`src/rtl/mixer_pkg.sv`:
```
package mixer_pkg;

  typedef enum logic [1:0] {
    ST_FIRST  = 2'd0,
    ST_SECOND = 2'd1,
    ST_EMIT_L = 2'd2,
    ST_EMIT_R = 2'd3
  } mixState_t;

  typedef struct packed {
    logic takeFirst;
    logic takeSecond;
  } mixStrobes_t;

endpackage

```
`src/rtl/mix_scaler.sv`:
```
module mix_scaler #(
  parameter int SAMPLE_W  = 16,
  parameter int PCT_W     = 7,
  parameter int PCT_UNITY = 50
) (
  input  logic [SAMPLE_W-1:0] sampleIn,
  input  logic [PCT_W-1:0]    pctIn,
  output logic [SAMPLE_W-1:0] scaledOut
);
  localparam int PROD_W = SAMPLE_W + PCT_W;
  localparam logic [PROD_W-1:0] FULL = PROD_W'({SAMPLE_W{1'b1}});

  logic [PROD_W-1:0] product;
  logic [PROD_W-1:0] quotient;

  always_comb begin
    product   = PROD_W'(sampleIn) * PROD_W'(pctIn);
    quotient  = product / PROD_W'(PCT_UNITY);
    scaledOut = (quotient > FULL) ? {SAMPLE_W{1'b1}} : quotient[SAMPLE_W-1:0];
  end
endmodule

```
`src/rtl/mix_control.sv`:
```
module mix_control
  import mixer_pkg::*;
#(
  parameter int PCT_W     = 7,
  parameter int CFG_W     = 8,
  parameter int PCT_MAX   = 100,
  parameter int PCT_UNITY = 50
) (
  input  logic                  clk,
  input  logic                  rstN,
  input  logic                  inValid,
  output logic                  inReady,
  output logic                  outValid,
  input  logic                  outReady,
  input  logic                  pctWrEn,
  input  logic                  pctWrSel,
  input  logic [CFG_W-1:0]      pctWrData,
  output mixStrobes_t           strobes,
  output logic [1:0][PCT_W-1:0] pctCfg
);
  mixState_t state, stateNext;
  logic [PCT_W-1:0] pctClamped;

  always_comb begin
    pctClamped = (pctWrData > CFG_W'(PCT_MAX)) ? PCT_W'(PCT_MAX) : pctWrData[PCT_W-1:0];
  end

  genvar ch;
  generate
    for (ch = 0; ch < 2; ch++) begin : g_pct
      always_ff @(posedge clk) begin
        if (!rstN)
          pctCfg[ch] <= PCT_W'(PCT_UNITY);
        else if (pctWrEn && (pctWrSel == ch[0]))
          pctCfg[ch] <= pctClamped;
      end

      p_pct_range_r7: assert property (@(posedge clk) disable iff (!rstN)
        pctCfg[ch] <= PCT_W'(PCT_MAX));
    end
  endgenerate

  always_comb begin
    inReady  = (state == ST_FIRST) || (state == ST_SECOND);
    outValid = (state == ST_EMIT_L) || (state == ST_EMIT_R);
    strobes.takeFirst  = (state == ST_FIRST)  && inValid;
    strobes.takeSecond = (state == ST_SECOND) && inValid;
    stateNext = state;
    case (state)
      ST_FIRST:  if (inValid)  stateNext = ST_SECOND;
      ST_SECOND: if (inValid)  stateNext = ST_EMIT_L;
      ST_EMIT_L: if (outReady) stateNext = ST_EMIT_R;
      ST_EMIT_R: if (outReady) stateNext = ST_FIRST;
      default:                 stateNext = ST_FIRST;
    endcase
  end

  always_ff @(posedge clk) begin
    if (!rstN) state <= ST_FIRST;
    else       state <= stateNext;
  end

  p_hold_valid_r6: assert property (@(posedge clk) disable iff (!rstN)
    (outValid && !outReady) |=> outValid);

  p_latency_r9: assert property (@(posedge clk) disable iff (!rstN)
    (inValid && inReady && !strobes.takeFirst) |=> outValid);
endmodule

```
`src/rtl/mix_datapath.sv`:
```
module mix_datapath
  import mixer_pkg::*;
#(
  parameter int SAMPLE_W  = 16,
  parameter int PCT_W     = 7,
  parameter int PCT_UNITY = 50
) (
  input  logic                  clk,
  input  logic                  rstN,
  input  mixStrobes_t           strobes,
  input  logic [SAMPLE_W-1:0]   inData,
  input  logic [1:0][PCT_W-1:0] pctCfg,
  output logic [SAMPLE_W-1:0]   mixOut
);
  localparam int SUM_W  = SAMPLE_W + 1;
  localparam int PROD_W = 2 * SAMPLE_W;
  localparam logic [SUM_W-1:0] FULL = SUM_W'({SAMPLE_W{1'b1}});

  logic [SAMPLE_W-1:0]   firstRaw;
  logic [1:0][PCT_W-1:0] activePct;
  logic [1:0][SAMPLE_W-1:0] rawIn;
  logic [1:0][SAMPLE_W-1:0] scaled;
  logic [SUM_W-1:0]      sumAB;
  logic [PROD_W-1:0]     crossProd;
  logic [SUM_W-1:0]      diff;
  logic [SAMPLE_W-1:0]   mixNext;

  assign rawIn[0] = firstRaw;
  assign rawIn[1] = inData;

  genvar ch;
  generate
    for (ch = 0; ch < 2; ch++) begin : g_scale
      mix_scaler #(
        .SAMPLE_W (SAMPLE_W),
        .PCT_W    (PCT_W),
        .PCT_UNITY(PCT_UNITY)
      ) u_scaler (
        .sampleIn (rawIn[ch]),
        .pctIn    (activePct[ch]),
        .scaledOut(scaled[ch])
      );
    end
  endgenerate

  always_comb begin
    sumAB     = SUM_W'(scaled[0]) + SUM_W'(scaled[1]);
    crossProd = PROD_W'(scaled[0]) * PROD_W'(scaled[1]);
    diff      = sumAB - SUM_W'(crossProd >> SAMPLE_W);
    mixNext   = (diff > FULL) ? {SAMPLE_W{1'b1}} : diff[SAMPLE_W-1:0];
  end

  always_ff @(posedge clk) begin
    if (!rstN) begin
      firstRaw  <= '0;
      activePct <= {PCT_W'(PCT_UNITY), PCT_W'(PCT_UNITY)};
      mixOut    <= '0;
    end else begin
      if (strobes.takeFirst) begin
        firstRaw  <= inData;
        activePct <= pctCfg;
      end
      if (strobes.takeSecond)
        mixOut <= mixNext;
    end
  end

  p_mix_floor_r4: assert property (@(posedge clk) disable iff (!rstN)
    strobes.takeSecond |=> (mixOut >= $past(scaled[0])) && (mixOut >= $past(scaled[1])));
endmodule

```
`src/rtl/ratio_audio_mixer.sv`:
```
module ratio_audio_mixer
  import mixer_pkg::*;
#(
  parameter int SAMPLE_W  = 16,
  parameter int PCT_W     = 7,
  parameter int CFG_W     = 8,
  parameter int PCT_MAX   = 100,
  parameter int PCT_UNITY = 50
) (
  input  logic                clk,
  input  logic                rstN,
  input  logic [SAMPLE_W-1:0] inData,
  input  logic                inValid,
  output logic                inReady,
  output logic [SAMPLE_W-1:0] outData,
  output logic                outValid,
  input  logic                outReady,
  input  logic                pctWrEn,
  input  logic                pctWrSel,
  input  logic [CFG_W-1:0]    pctWrData
);
  mixStrobes_t           strobes;
  logic [1:0][PCT_W-1:0] pctCfg;

  mix_control #(
    .PCT_W    (PCT_W),
    .CFG_W    (CFG_W),
    .PCT_MAX  (PCT_MAX),
    .PCT_UNITY(PCT_UNITY)
  ) u_control (
    .clk      (clk),
    .rstN     (rstN),
    .inValid  (inValid),
    .inReady  (inReady),
    .outValid (outValid),
    .outReady (outReady),
    .pctWrEn  (pctWrEn),
    .pctWrSel (pctWrSel),
    .pctWrData(pctWrData),
    .strobes  (strobes),
    .pctCfg   (pctCfg)
  );

  mix_datapath #(
    .SAMPLE_W (SAMPLE_W),
    .PCT_W    (PCT_W),
    .PCT_UNITY(PCT_UNITY)
  ) u_datapath (
    .clk    (clk),
    .rstN   (rstN),
    .strobes(strobes),
    .inData (inData),
    .pctCfg (pctCfg),
    .mixOut (outData)
  );

  p_pair_same_r5: assert property (@(posedge clk) disable iff (!rstN)
    (outValid && $past(outValid)) |-> $stable(outData));

  p_no_intake_r6: assert property (@(posedge clk) disable iff (!rstN)
    (outValid && !outReady) |=> !inReady);
endmodule

```
`config.mk`:
```
export PLATFORM = sky130hd
export DESIGN_NAME = ratio_audio_mixer
export DESIGN_NICKNAME = d
export VERILOG_FILES = /design/src/rtl/mixer_pkg.sv /design/src/rtl/mix_scaler.sv /design/src/rtl/mix_control.sv /design/src/rtl/mix_datapath.sv /design/src/rtl/ratio_audio_mixer.sv
export SDC_FILE = /design/constraint.sdc
export NUM_CORES = 2
export LEC_CHECK = 0
export ABC_CLOCK_PERIOD_IN_PS = 21000
export CORE_MARGIN = 10
export CORE_UTILIZATION = 26
export CTS_CLUSTER_SIZE = 24
export DETAILED_ROUTE_END_ITERATION = 10
export GPL_ROUTABILITY_DRIVEN = 0
export PLACE_DENSITY = 0.45
export SYNTH_ARGS = -nofsm -noshare
export SYNTH_HDL_FRONTEND = slang
export SYNTH_HIERARCHICAL = 1
export SYNTH_SLANG_ARGS = --single-unit
```
`constraint.sdc`:
```
create_clock -name clk -period 21 [get_ports clk]
set_input_delay 2.1 -clock clk [delete_from_list [all_inputs] [get_ports clk]]
set_output_delay 2.1 -clock clk [all_outputs]
set_load 0.05 [all_outputs]
```
# After elaboration in Yosys (flattened, before gate mapping)
# Cells that the tools add are included.
# op_classes
n_div,2
n_lt_le_gt_ge,4
n_reduce_logical,8
add_sub_neg,2
bitwise,1
n_eq_ne,7
multipliers,3
mux,9
# op_table
cell,count
16-bit two-way mux,3
23-bit by 6-bit divider with 23-bit output (second input constant),2
23-bit by 16-bit > comparator with 1-bit output (second input constant),2
16-bit by 7-bit multiplier with 23-bit output,2
16-bit by 16-bit multiplier with 32-bit output,1
16-bit by 16-bit adder with 17-bit output,1
17-bit by 16-bit > comparator with 1-bit output (second input constant),1
17-bit by 16-bit subtractor with 17-bit output,1
8-bit by 7-bit > comparator with 1-bit output (second input constant),1
2-bit two-way mux,4
2-bit inequality test (second input constant),4
2-bit case mux with 4 select lines,1
7-bit two-way mux,1
2-bit equality test (second input constant),2
1-bit logical AND,4
4-bit AND reduction,1
2-bit by 1-bit equality test with 1-bit output (second input constant),1
2-bit logical NOT,1
1-bit logical OR,2
1-bit NOT,1
# totals
inputBits,30
ff_bits,62

# Longest topological paths before layout
# depth
depth_word,8
mapped_depth,94
mapped_depth_nobuf,82

# Hierarchy
# The synthesis kept the hierarchy.
# by_module_without_submodules
module,area_per_inst_um2,seq_area_each_um2,instances,cells_per_inst
mix_datapath,11016.8,920.9,1,1237
mix_scaler (u_datapath.g_scale[1].u_scaler),8012.7,0.0,1,1086
mix_scaler (u_datapath.g_scale[0].u_scaler),7815.0,0.0,1,1060
mix_control,723.2,320.3,1,87

# Least setup slack after synthesis
# Ideal clock, no wire load.
# synth_path
path_kind,input to register
start,in inData[9]
end,reg u_datapath.mixOut[13]
n_path_buf,8
path_stages,85
arrival_time_ps,21673
required_time_ps,20880
slack_ps,-793
path_cell_list,and2_1 -> fa_1 -> inv_1 -> fa_1 -> inv_1 -> fa_1 -> inv_1 -> fa_1 -> inv_1 -> ha_1 -> buf_4 -> a21oi_2 -> o21ai_1 -> a211o_1 -> or4_4 -> a222oi_1 -> nand2_1 -> o31ai_2 -> [... 49 more ...] -> a211oi_1 -> nand2_1 -> a2111oi_4 -> o2bb2ai_2 -> o31ai_4 -> nor4b_1 -> nor3_1 -> fa_1 -> ha_1 -> a21o_1 -> a21oi_1 -> o211ai_1 -> a21oi_1 -> xnor2_1 -> and2_1 -> buf_2 -> buf_6 -> a21oi_1
# synth_rtl
element,line,rtl
start: declaration,ratio_audio_mixer.sv:12,"input logic [SAMPLE_W-1:0] inData,"
end signal: assignment,mix_datapath.sv:64,mixOut <= mixNext;
end: declaration,mix_datapath.sv:13,output logic [SAMPLE_W-1:0] mixOut

==> run summary <==
STATUS
--------------------------------------------------------------------------------------------------
Status .............................................................................. finished with violations
Failing checks ...................................................................... negative setup slack

YOSYS
--------------------------------------------------------------------------------------------------
Count of different cell masters after synthesis .....................................          149
Sequential share of the synthesized area ............................................       0.0450
Post-synthesis instance area ........................................................  0.0276 mm^2
Number of instances in the synthesized netlist ......................................         3470
Post-synth net total ................................................................         4051
Count of flip-flops with a built-in enable after synthesis ..........................            0
Ys async rst share ..................................................................            0
Post-synthesis register bit count ...................................................           62
Mean instance size in the synthesized netlist .......................................    7.94 um^2
Dominant register cell in the synthesized netlist ................................... sky130_fd_sc_hd__dfxtp_1
Total number of yosys warnings ......................................................            6

GLOBAL ROUTING
--------------------------------------------------------------------------------------------------
Global-route wire length before repair ..............................................       153 mm
Number of global-route vias before repair ...........................................        28700
Number of antenna violations at the first check in global routing ...................            1
Pin count of the biggest net entering global routing ................................           69
Leftover overflow at the end of global routing ......................................            0
GR Util All Layers ..................................................................        0.152

FLOORPLAN
--------------------------------------------------------------------------------------------------
Num rows ............................................................................          119
Die height ..........................................................................       346 um
Initial cell density of the core ....................................................        0.262
Total die area ......................................................................   0.119 mm^2
Chip width ..........................................................................       346 um
Ports placed on the boundary ........................................................           48
Core footprint ......................................................................   0.105 mm^2

CRITICAL PATH
--------------------------------------------------------------------------------------------------
Type of element capturing the critical path .........................................     register
Cell with the most instances on the worst path ...................................... sky130_fd_sc_hd__fa_1
Critical path data arrival time .....................................................     21.49 ns
Critical path peak fanout ...........................................................            8
WP buf/inv ..........................................................................           17
Data required time at the worst endpoint ............................................     21.26 ns
Critical path start-end classification ..............................................    in -> reg
Crit path launch type ...............................................................    input pin
Crit-path leading delay family ...................................................... compound AO/OA/AOI/OAI gates
Worst stage delay on the critical path ..............................................      0.58 ns
Slowest stage cell, crit path ....................................................... sky130_fd_sc_hd__fa_1

FINISH
--------------------------------------------------------------------------------------------------
Filler cell count in the final layout ...............................................        10800
FF/Latch Area ....................................................................... 0.00127 mm^2
Final non-filler cell area ..........................................................  0.0404 mm^2
Ratio of cells with drive above 1 in the final layout ...............................        0.375
Ant. Diodes .........................................................................            0
Commonest non-fill, non-tap cells in the layout ..................................... sky130_fd_sc_hd__buf_4, sky130_fd_sc_hd__nand2_1, sky130_fd_sc_hd__inv_1, sky130_fd_sc_hd__fa_1, sky130_fd_sc_hd__and2_1
Area added between synthesis and finish .............................................        46.4%
Total Nets Final ....................................................................         4952
Share of the core filled with cells .................................................        0.383
Most common library cell in the layout ignoring fill and taps ....................... sky130_fd_sc_hd__buf_4
Combined area of the multi-input logic cells ........................................  0.0271 mm^2

STA
--------------------------------------------------------------------------------------------------
Worst hold slack ....................................................................     0.467 ns
Slew at the pin closest to its max-slew limit .......................................      1.40 ns
Finish-stage setup viols ............................................................           16
Slew HR .............................................................................       0.0630
Final Max Tran Viols ................................................................            0
Maximum clock skew at final layout ..................................................    0.0272 ns
F_max ...............................................................................   0.0471 GHz
Worst setup slack after layout ......................................................    -0.226 ns
Period Utilization, post-route ......................................................         1.01
Fin. Hold Viols .....................................................................            0
Period minus WS final ...............................................................     21.23 ns
RSZ-0062 raised after global routing ................................................         true

PLACE
--------------------------------------------------------------------------------------------------
Buffers on Ports ....................................................................           47
Total placed instance area ..........................................................  0.0358 mm^2
Sum of net half-perimeters after detailed placement .................................      74.6 mm

ROUTE
--------------------------------------------------------------------------------------------------
Routed WL per cell ..................................................................      16.2 um
Antenna Nets Post-Route .............................................................            0
Iteration count of the initial detailed-routing pass ................................            6
DR DRC count ........................................................................            0
Wirelength, routed ..................................................................      93.7 mm
Via count ...........................................................................        28000
Average vias per placed instance ....................................................         4.86
DR iter-0 viols .....................................................................         1330

HOLD PATH
--------------------------------------------------------------------------------------------------
Worst Hold Class ....................................................................   reg -> reg

CLOCK TREE
--------------------------------------------------------------------------------------------------
Count of hold buffers inserted by post-cts repair ...................................            0
Worst skew pair latency .............................................................      0.40 ns
Max H-tree Level ....................................................................            3
Root buffer cell .................................................................... sky130_fd_sc_hd__clkbuf_16
Clock Tree Buf Depth ................................................................            2
TritonCTS Buffers ...................................................................            9
Sink Count ..........................................................................           62
CTS tree ............................................................................         done
Clock transition time at the flip-flop clock pins of the worst setup and hold paths .      0.07 ns

JOB
--------------------------------------------------------------------------------------------------
Max-capacitance violation count .....................................................            0

==> registers in the layout, indices dropped and copies added (netlist names) <==
register / cells
u_datapath/firstRaw: 16
u_control/pctCfg: 14
u_datapath/mixOut: 16
u_control/state: 2
u_datapath/activePct: 14
==> worst register-to-register path: cells and delay by family, from the launching register on <==
kind,cells,cell delay [ns]
buffers and inverters,18,2.07
muxes,3,0.92
and+or+nand+nor,18,3.60
AOI/OAI and AO/OA,33,6.99
xor gates and xnor gates,3,0.57
adders and majority gates,14,6.39
DFF,1,0.37
==> worst paths after layout <==
path	slack [ns]	to	from	depth (start not counted)
max	-0.23	u_datapath/mixOut[15]	inData[9]	86
min reg2reg	0.47	u_datapath/activePct[12]	u_control/pctCfg[12]	2
max reg2reg	-0.05	u_datapath/mixOut[15]	u_datapath/activePct[2]	89
min	0.47	u_datapath/activePct[12]	u_control/pctCfg[12]	2
==> area by class of cell <==
cell class | count | area share
clock buffers | 9 | 0.00558
clock inverters | 7 | 0.00316
inverters | 422 | 0.0392
multi-input cells | 2839 | 0.672
flip-flops and latches | 62 | 0.0315
well taps | 1391 | 0.0431
repair buffers | 1037 | 0.205
==> logic make-up (layout without fill, tap and decap cells) <==
group / count (synthesis) / count (layout) / share of synthesized area
xor gates and xnor gates: 120 / 120 / 0.0402
adders and majority gates: 554 / 554 / 0.346
muxes: 77 / 77 / 0.0303
DFF: 62 / 62 / 0.0450
buffers and inverters: 569 / 1475 / 0.0817
and+or+nand+nor: 1275 / 1275 / 0.236
AOI/OAI and AO/OA: 813 / 813 / 0.221
==> per-layer routing <==
layer / up-vias / track usage / share of wire
met4: 0 / 0.0232 / 0.013
li1: 13800 / - / -
met5: - / 0 / 0
met2: 380 / 0.259 / 0.48
met3: 60 / 0.0112 / 0.025
met1: 13800 / 0.210 / 0.48
==> cell usage after synthesis (all sizes together) (15+ instances only) <==
cell    instances  area, um^2
a211o          24         210
a211oi         47         405
a21o           49         368
a21oi         159         863
a31oi          37         280
and2          276        1730
and3           27         180
buf            52         310
clkbuf         95         359
dfxtp          62        1240
fa            347        6950
ha            204        2550
inv           422        1580
mux2           16         195
mux2i          61         639
nand2         457        1730
nand2b         18         113
nand3          94         498
nand4          34         219
nor2          162         646
nor2b          35         219
nor3           66         367
nor4           27         203
o211ai         58         470
o21a           30         226
o21ai         148         767
o22ai          28         188
o311ai         15         156
o31ai          21         181
or2            22         140
or3            19         119
xnor2          73         681
xor2           47         427
==> repair_timing <==
item | in CTS | in global routing
setup endpoints to repair | 16 | 16
hold endpoints to repair | 0 | 0
pin swaps | 281 | 148
gates resized for setup | 430 | 282
setup buffers | 94 | 60
cloned | 1 | 1
==> metrics by stage <==
step           setup WS (ns)  setup TNS, ns  cells
2_1_floorplan        0.00334              0   3470
6_report              -0.226          -3.40   5767
5_1_grt               -0.972         -14.18   5767
3_3_place_gp           -1.94         -29.59   5602
3_5_place_dp           -2.06         -32.13   5602
4_1_cts              -0.0719        -0.0969   5710
Power is left out: the tool's default activity adds up to more than one toggle a clock period on the data nets, which glitch-free logic cannot reach.
